[config.mk]
export PLATFORM = sky130hd
export DESIGN_NAME = page_dma
export DESIGN_NICKNAME = d
export VERILOG_FILES = /design/src/rtl/page_dma.sv
export SDC_FILE = /design/constraint.sdc
export NUM_CORES = 1
export LEC_CHECK = 0
export BUFFER_PORTS_ARGS = -buffer_cell sky130_fd_sc_hd__buf_2
export CORE_UTILIZATION = 30
export CTS_CLUSTER_SIZE = 25
export DETAILED_ROUTE_END_ITERATION = 10
export PLACE_DENSITY = 0.71
export RECOVER_POWER = 50
export SLEW_MARGIN = 20
export SYNTH_ARGS = -nofsm -noshare
export SYNTH_HDL_FRONTEND = slang
export SYNTH_SLANG_ARGS = --single-unit
[constraint.sdc]
create_clock -name clk -period 1.9 [get_ports clk]
set_input_delay 0.19 -clock clk [delete_from_list [all_inputs] [get_ports clk]]
set_output_delay 0.19 -clock clk [all_outputs]
set_load 0.05 [all_outputs]
[src/rtl/page_dma.sv]
module page_dma #(
  parameter int DEV_W      = 8,
  parameter int DEV_ID     = 8'h2C,
  parameter int PAGE_WORDS = 1024,
  parameter int BUF_AW     = 12,
  parameter int BUF_BASE   = 0
) (
  input  logic              clk,
  input  logic              rst_n,
  input  logic              cmd_valid,
  input  logic [DEV_W-1:0]  cmd_dev,
  input  logic [1:0]        cmd_op,
  input  logic [31:0]       cmd_addr,
  output logic              bus_req,
  input  logic              bus_gnt,
  output logic              mem_rd,
  output logic [31:0]       mem_addr,
  input  logic              mem_ready,
  input  logic [31:0]       mem_rdata,
  output logic              buf_we,
  output logic [BUF_AW-1:0] buf_addr,
  output logic [31:0]       buf_wdata,
  output logic              dir,
  output logic              done,
  output logic              status
);
  localparam int OFFW = (PAGE_WORDS > 1) ? $clog2(PAGE_WORDS) : 1;
  localparam logic [BUF_AW-1:0] BASE = BUF_AW'(BUF_BASE);
  localparam logic [OFFW-1:0] LAST_OFF = OFFW'(PAGE_WORDS - 1);

  typedef enum logic [1:0] {S_IDLE, S_REQ, S_XFER} state_t;
  state_t st;
  logic [31:0] addr_q;
  logic [OFFW-1:0] off_q;

  wire accept = cmd_valid && (cmd_dev == DEV_W'(DEV_ID)) && (st == S_IDLE);
  wire hs     = mem_rd && mem_ready;
  wire last   = off_q == LAST_OFF;

  assign bus_req   = st != S_IDLE;
  assign mem_rd    = (st == S_XFER) && bus_gnt;
  assign mem_addr  = addr_q;
  assign buf_we    = hs;
  assign buf_wdata = mem_rdata;
  assign buf_addr  = BASE + BUF_AW'(off_q);

  always_ff @(posedge clk or negedge rst_n) begin
    if (!rst_n) begin
      st     <= S_IDLE;
      addr_q <= '0;
      off_q  <= '0;
      dir    <= 1'b0;
      done   <= 1'b0;
      status <= 1'b0;
    end else begin
      done <= 1'b0;
      case (st)
        S_IDLE: if (accept) begin
          st     <= S_REQ;
          addr_q <= {cmd_addr[31:2], 2'b00};
          off_q  <= '0;
          dir    <= cmd_op[0];
          status <= 1'b0;
        end
        S_REQ: if (bus_gnt) st <= S_XFER;
        S_XFER: if (hs) begin
          addr_q <= addr_q + 32'd4;
          off_q  <= off_q + 1'b1;
          if (last) begin
            st     <= S_IDLE;
            done   <= 1'b1;
            status <= 1'b1;
          end
        end
        default: st <= S_IDLE;
      endcase
    end
  end

  p_rd_owns_bus_r3: assert property (@(posedge clk) disable iff (!rst_n)
    mem_rd |-> (bus_gnt && bus_req));
  p_addr_step_r4: assert property (@(posedge clk) disable iff (!rst_n)
    (hs && !last) |=> (mem_addr == $past(mem_addr) + 32'd4));
  p_stall_hold_r4: assert property (@(posedge clk) disable iff (!rst_n)
    (mem_rd && !mem_ready) |=> (mem_rd && $stable(mem_addr)));
  p_word_aligned_r4: assert property (@(posedge clk) disable iff (!rst_n)
    mem_rd |-> (mem_addr[1:0] == 2'b00));
  p_release_r6: assert property (@(posedge clk) disable iff (!rst_n)
    done |-> !bus_req);
  p_done_pulse_r7: assert property (@(posedge clk) disable iff (!rst_n)
    done |=> !done);
  p_status_set_r7: assert property (@(posedge clk) disable iff (!rst_n)
    done |-> status);
endmodule

==> run summary, run 1 <==
The kind of critical path was flip-flop to flip-flop. The floorplan step defined a die boundary enclosing 10800 um2. Net switching is 40.0% of the power.

The number of buffers and inverters on the critical path is 3. The detail route stage leaves a number of antenna-violating nets equal to 0. The startpoint identified for the worst hold timing path is cmd_op[0]. The port buffer count came out at 89.

The checks that failed: setup timing. The tools report the detailed-route via count as 3211. Per report_power, the combinational group accounts for 32.7% of the total. The final clock period utilization by the worst path works out to 102%. In this design, the largest share of critical-path delay is due to simple AND/OR/NAND/NOR gates. Clock-pin slew was measured on the worst setup and hold paths at 0.09 ns. The run gives 2 as the number of H-tree levels.

For the worst setup path, the data required time is 2.12 ns. The maximum number of pins on one net before global-route repair came out at 28. The number of cells on the worst reg-to-reg path is 7. The type of the tightest min-delay check is input pin to flip-flop. The number of warning messages in the yosys log is 0.

The worst endpoint data arrival time was 2.15 ns; the worst hold path stage count was 3. The clock arrives with 0.0147 ns of skew. The setup slack after layout was -0.0287 ns. The number of vias per cell after detailed routing is 5.56, and the final setup violation count is 3. The insertion delay of the later-clocked pin in the worst-skew pair was 0.30 ns; the height of the die was 104 um. The worst setup path is launched from a flip-flop. The worst-case IR drop observed on VDD is 0.000338 V. 161 I/O pins were placed.

The final layout contains routed wiring with a total length of 9990 um. The number of rows in the core area is 36, and the fraction of the yosys area taken by sequential cells is 36.1%. Commonest register cell after synthesis: dfrtp_1. In the global route stage, overall resource usage came out at 17.9%. In this run the critical register-to-register path is launched from st[1]. For the synthesized instance count, the log shows 360. After detailed placement, the total cell area comes to 3700 um2. The final-report max-slew violation count was 0. The first global-routing pass estimated 15800 um of wire.

The most numerous cell type found on the critical path is buf_12. Detailed placement finished with a half-perimeter wire length of 7110 um. The post-route cell area is 3980 um2.

For the static power due to leakage, the log shows 1.75 nW. The worst setup path is captured at a flip-flop. Counting distinct cell types in the post-synthesis netlist gives 60.

After detailed routing, the number of remaining DRC violations is 0. The synthesized design spends more area on one cell type than any other, namely dfrtp_1. Power spread over the standard cell area amounts to 725 nW/um2.

The post-route netlist has 41.1% of its cells at a drive strength greater than 1. Counting every sink on the clock net gives 45. The relative contribution of the clock network to total power was 25.4%; the average cell area after synthesis was 8.67 um2. In this run, synthesis produced a sequential element count of 45.

Dominant cell by count in the synthesized netlist: dfrtp_1. Setup repair after global routing could not meet its margin everywhere. The die extent in x is 104 um. The area fraction of the dominant cell type after synthesis works out to 36.1%.

At the end of routability-driven placement, the weighted congestion stood at 0.845. The run gives 0 as the number of endpoints with negative hold slack in the final report. Number of antenna violations at the first check in global routing: 1. For this design the total switching power over the nets is 1.15 mW. The internal power of the cells totals 1.73 mW. The highest clock rate was 518 MHz; the relative max-transition margin was 59.1%. At the pin with the least slew margin, the transition time is 0.614 ns. For this run, the share of the core covered by cells in the final layout is 40.2%. For the first-pass iteration count of the detailed router, the log shows 6. The run finished, with violations left.

The tools report the sequential share of power as 42.0%. Of all nets on the critical path, the largest fanout is 7. In the final routed layout, each cell accounts on average for 17.3 um. Walking the worst path, the cells encountered are or4b_4 > o31ai_4 > buf_4 > buf_12 > buf_12 > nor2_1 > a221oi_2.

The detailed router's first-iteration violation count is 273. The run gives 0 as the max-capacitance violation count. Cell at the root of the clock tree: clkbuf_8.

The endpoint identified for the worst register-to-register timing path is mem_addr[22]. The largest incremental delay on the critical path was 0.54 ns. Across all register-to-register paths, the minimum setup slack is -0.03 ns.

Ranked by instance count, the synthesized netlist is headed by dfrtp_1, buf_4, nand2_1, nor2_1, a21oi_1. After synthesis, the cell types taking the most area are dfrtp_1, buf_4, nand2_1. The total overflow left after global routing is 0. The largest individual stage delay along the critical path comes from the cell or4b_4. The layout overhead on the synthesized area came out at 27.5%.

The worst path needs 1.93 ns of the cycle, external delays included. For the area of the mapped netlist, the log shows 3120 um2. TritonCTS built the clock tree. The via count of the first global-routing pass is 3129.

For the net count of the finished layout, the log shows 523. Number of enable-type register cells in the synthesized netlist: 0. Once the floorplan was initialized, standard cells occupied 31.5% of the core. The longest clock path from root to sink contains 2 buffers. In this run, CTS created clock tree buffers numbering 5.

The path with the worst hold slack has its endpoint at dir. The core outline area was 9910 um2; the async set-reset flop share out of synthesis was 100%.
==> routing by layer <==
layer	vias to the layer above	track usage [%]	part of all wire (%)
li1	1501	-	-
met1	1538	22.8	42
met4	0	8.06	2.7
met2	139	28.8	48
met5	-	0	0
met3	33	4.20	7.3
==> sequential cells by signal, indices dropped and copies added, names as in the netlist <==
register and flops:
mem_addr 30, off_q 10, st 2, dir 1, done 1, status 1
==> worst max-delay path by stage <==
stage / to / from / depth (start not counted) / slack [ns]
2_1_floorplan: mem_addr[31] / mem_addr[24] / 5 / -0.003
3_3_place_gp: mem_addr[28] / st[0] / 5 / 0.06
3_5_place_dp: mem_addr[25] / st[0] / 5 / -0.004
4_1_cts: mem_rd / st[1] / 5 / 0.02
5_1_grt: mem_addr[20] / st[1] / 7 / -0.07
6_report: mem_addr[22] / st[1] / 7 / -0.03
==> metrics by stage <==
stage / hold slack, ns / setup slack (ns) / TNS, ns / instances / total power, mW
after floorplan: -0.106 / -0.00341 / -0.00341 / 363 / 2.01
after global placement: 0.215 / 0.0607 / 0 / 558 / 2.11
after detailed placement: 0.218 / -0.00445 / -0.00445 / 558 / 2.13
after CTS: 0.0769 / 0.0159 / 0 / 568 / 2.87
after global routing: 0.0966 / -0.0708 / -0.670 / 577 / 3.03
final: 0.0772 / -0.0287 / -0.0387 / 577 / 2.89
==> cell type report <==
class / count / area, um2
inverter: 4 / 15.0
clock inverter: 2 / 35.0
antenna: 1 / 2.50
timing repair buffer: 133 / 872
sequential: 45 / 1150
clock buffer: 6 / 72.6
multi-input combinational: 253 / 1660
tap: 133 / 166
fill: 996 / 5930
==> repair_timing <==
item,CTS,global route
hold endpoints to repair,22,0
setup endpoints to repair,2,10
hold buffers,1,0
setup buffers,0,6
cloned,1,2
pin swaps,1,4
gates resized for setup,2,11
==> worst reg2reg max path, delay by kind of cell, from the launching register on <==
kind	cells	cell delay, ns
AO/OA/AOI/OAI	2	0.46
buffers and inverters	3	0.39
AND/OR/NAND/NOR	2	0.58
flip-flops	1	0.41
==> cell usage in the layout (no fill, tap or decap), types with 3 or more instances in the layout <==
master	instances
a21oi_2	5
o21ai_0	16
nor2_1	24
nor3_1	7
buf_12	4
a311oi_1	6
nand2b_1	4
a21oi_1	16
o311ai_0	3
nand2_1	32
o32ai_1	7
buf_4	34
nor4b_1	4
nand4_1	15
buf_2	87
a211oi_2	6
and4_1	6
a31oi_1	3
or4_1	4
conb_1	4
dfrtp_1	23
dfrtp_2	22
nor4_1	6
and3_1	5
xnor2_1	3
inv_1	4
o22ai_1	7
mux2i_1	4
clkbuf_8	5
nand3_1	19
a211oi_1	5
==> logic make-up after synthesis <==
group / count (synthesis) / share of synthesized area (%)
simple gates: 144 / 25.4
buf+inv: 65 / 12.9
flops: 45 / 36.1
fa+ha+maj: 2 / 0.801
xor+xnor: 4 / 1.12
other cells: 1 / 0.120
mux: 4 / 1.28
compound gates: 95 / 22.3
==> power by group through the flow <==
stage,combinational [mW],clock (mW),sequential (mW)
floorplan,0.449,0,1.56
global placement,0.892,0,1.22
detailed placement,0.906,0,1.22
CTS,0.920,0.743,1.20
global route,1.01,0.782,1.23
finish,0.943,0.733,1.21
(Power assumes the default switching activity.)
==> run 2, diff against run 1 <==
CELL_PAD_IN_SITES_DETAIL_PLACEMENT = 2   (was default)
CELL_PAD_IN_SITES_GLOBAL_PLACEMENT = 2   (was default)
CORE_UTILIZATION = 22   (was 30)
PLACE_DENSITY = 0.87   (was 0.71)
clock period = 1.66 ns   (was 1.9 ns; I/O delays follow)
==> run 2 against run 1 <==
The flow still finishes with violations (setup timing). Routed wire length is 56% higher. Worst setup slack worse by 0.20 ns. Largest cell class unchanged. Sequential power is 16% higher. Clock skew is 0.0020 ns lower. First-iteration DRC count is 39% lower. Combinational power is 43% higher. Register-to-register slack worse by 0.20 ns. Critical path depth is 1 lower. Global-route usage is 2.1 points higher.
==> run summary, run 2 (synthesis gave the netlist of run 1 again) <==
The flow ran to the end, but the final reports show violations. The final reports fail on setup timing. The tools report the max-capacitance violation count as 0. On the final layout, the worst clock skew is 0.0127 ns. In this run the core area contains 43 standard-cell rows. The total die area was 14700 um2.

Counting every sink on the clock net gives 45. Once detail routing completed, the nets flagged for antenna violations numbered 0. Setup repair after global routing could not meet its margin everywhere. The final routed wire length divided by cell count is 23.1 um. Registers take 1160 um2. At the worst endpoint, the arrival time is 2.10 ns. Relative to the synthesized area, the layout overhead comes to 52.7%. The tools report the insertion delay of the later-clocked pin in the worst-skew pair as 0.30 ns. The slowest stage of the critical path belongs to the cell or4b_4. The wire length of the first global-routing pass was 22000 um. Clock-pin slew was measured on the worst setup and hold paths at 0.07 ns. For the all-layer global routing usage, the log shows 20.0%.

TritonCTS built the clock tree. Measured along the x axis, the die boundary spans 121 um. Counting along the longest clock path gives a buffer depth of 2. The core region is 13900 um2. The tools report the antenna diode count as 0. The tightest min-delay check is of the input pin to flip-flop type.

The flip-flop count of the largest register after layout is 30, and the effective utilization at floorplan is 22.5%. The run gives 2 as the number of antenna violations at the first check in global routing. The post-route netlist has 55.0% of its cells at a drive strength greater than 1.

Wires add up to 15600 um. The static power due to leakage came out at 2.14 nW. The number of vias per cell after detailed routing is 5.45. Routability-driven placement finished with a final weighted congestion of 0.827. The worst-case IR drop observed on VDD is 0.000836 V.

By startpoint and endpoint, the worst setup path is classified as flip-flop to flip-flop. For the worst setup path, the data required time is 1.87 ns. The detailed router's first-iteration violation count was 166.

Leaving out fill and tap cells, the most frequent cell in the layout is buf_2. The actual transition at the worst max-transition pin was 0.709 ns. The first detailed-routing pass took 5 iterations. Setup slack on the worst reg-to-reg path comes out at -0.23 ns. The worst pin sits at a relative slew slack of 52.8%. The worst setup path is captured at a flip-flop.

During I/O placement, the number of pins put on the boundary was 161. For the highest clock rate, the log shows 529 MHz. The number of endpoints with negative hold slack in the final report was 0; the share of the core filled with cells in the final layout was 34.4%. The tools report the final setup violation count as 44.

For the number of H-tree levels, the log shows 2. Buffers placed on the I/O ports in this run total 89. The floorplan step set the die height to 121 um.

The run gives 1900 um2 as the area of combinational cells with multiple inputs. Detailed-route DRC error count: 0. Along the worst path, the maximum fanout reaches 8. The smallest clock period supported by the final layout is computed as 1.89 ns. The leftover overflow at the end of global routing was 0; the placed wire-length estimate was 10100 um.

After the last flow step, the layout net total stands at 573. Clock buffer count from CTS: 5. The worst setup path is launched from a flip-flop.

Dividing total power by cell area gives a power density of 807 nW/um2. The run gives 0 as the final-report max-slew violation count. Fill cells in the final layout number 1545. The tools report the setup slack after layout as -0.231 ns. The run gives 3823 as the via count of the first global-routing pass. The maximum number of pins on one net before global-route repair is 46. The library cells used most frequently in the layout, excluding fill and tap cells, are buf_2, buf_4, nand2_1.

The tree is rooted in a clkbuf_16. The tools report the minimum hold slack as 0.0696 ns. The largest incremental delay on the critical path works out to 0.55 ns.

The signal on the critical path passes through or4b_4 > o31ai_4 > buf_4 > clkbuf_16 > nor2_1 > a211oi_2. Detailed routing inserted a total of 3666 vias. The final clock period utilization by the worst path was 114%.
run 2: repair_timing:
item / CTS / global route
hold endpoints to repair: 45 / 0
setup endpoints to repair: 43 / 45
gates cloned: 4 / 2
pin swaps: 1 / 7
hold buffers: 1 / 0
setup buffers: 11 / 10
gates resized for setup: 31 / 30
run 2: cell type report:
| type | instances | share of cell area (%) |
|---|---|---|
| multi-input combinational | 254 | 39.8 |
| clock buffer | 8 | 3.07 |
| inverter | 4 | 0.315 |
| sequential | 45 | 24.4 |
| timing repair buffer | 182 | 27.7 |
| tap | 180 | 4.72 |
run 2: routing by layer:
metal	GRT usage [%]	wire (um)	share of wire (%)	up-vias
met3	3.67	917	5.9	23
met5	0	17	0.11	-
li1	-	-	-	1594
met1	23.3	6170	40	1878
met4	5.17	241	1.5	2
met2	37.3	8230	53	169
run 2: path summary, 6_finish.rpt:
| check | start | endpoint | depth (start not counted) |
|---|---|---|---|
| hold reg to reg | dir | dir | 2 |
| hold / removal | cmd_op[0] | dir | 3 |
| min in group asynchronous | rst_n | mem_addr[7] | 3 |
| setup reg to reg | st[1] | mem_addr[20] | 6 |
| max in group asynchronous | rst_n | off_q[1] | 3 |
| setup / recovery | st[1] | mem_addr[20] | 6 |
run 2: where the power goes:
group	leakage [nW]	switching, mW	total (mW)	internal, mW
combinational	1.51	0.906	1.35	0.447
sequential	0.561	0.171	1.40	1.23
clock	0.0712	0.488	1.09	0.604
total	2.14	1.57	3.85	2.28
run 2: critical path: cells and delay by family, from the launching register on:
family                 cells  cell delay (ns)
buffers and inverters      2             0.34
AND/OR/NAND/NOR            2             0.61
AO/OA/AOI/OAI              2             0.42
flip-flops                 1             0.42
run 2: per-stage QoR:
stage	setup WS [ns]	instance area, um2	setup TNS [ns]	total power, mW	instances
6_report	-0.231	4770	-5.12	3.85	673
5_1_grt	-0.263	4770	-7.64	3.99	673
4_1_cts	-0.178	4540	-3.84	3.76	662
3_5_place_dp	-0.215	4110	-3.85	2.62	638
3_3_place_gp	-0.136	4110	-1.65	2.56	638
2_1_floorplan	-0.243	3330	-2.68	2.36	363
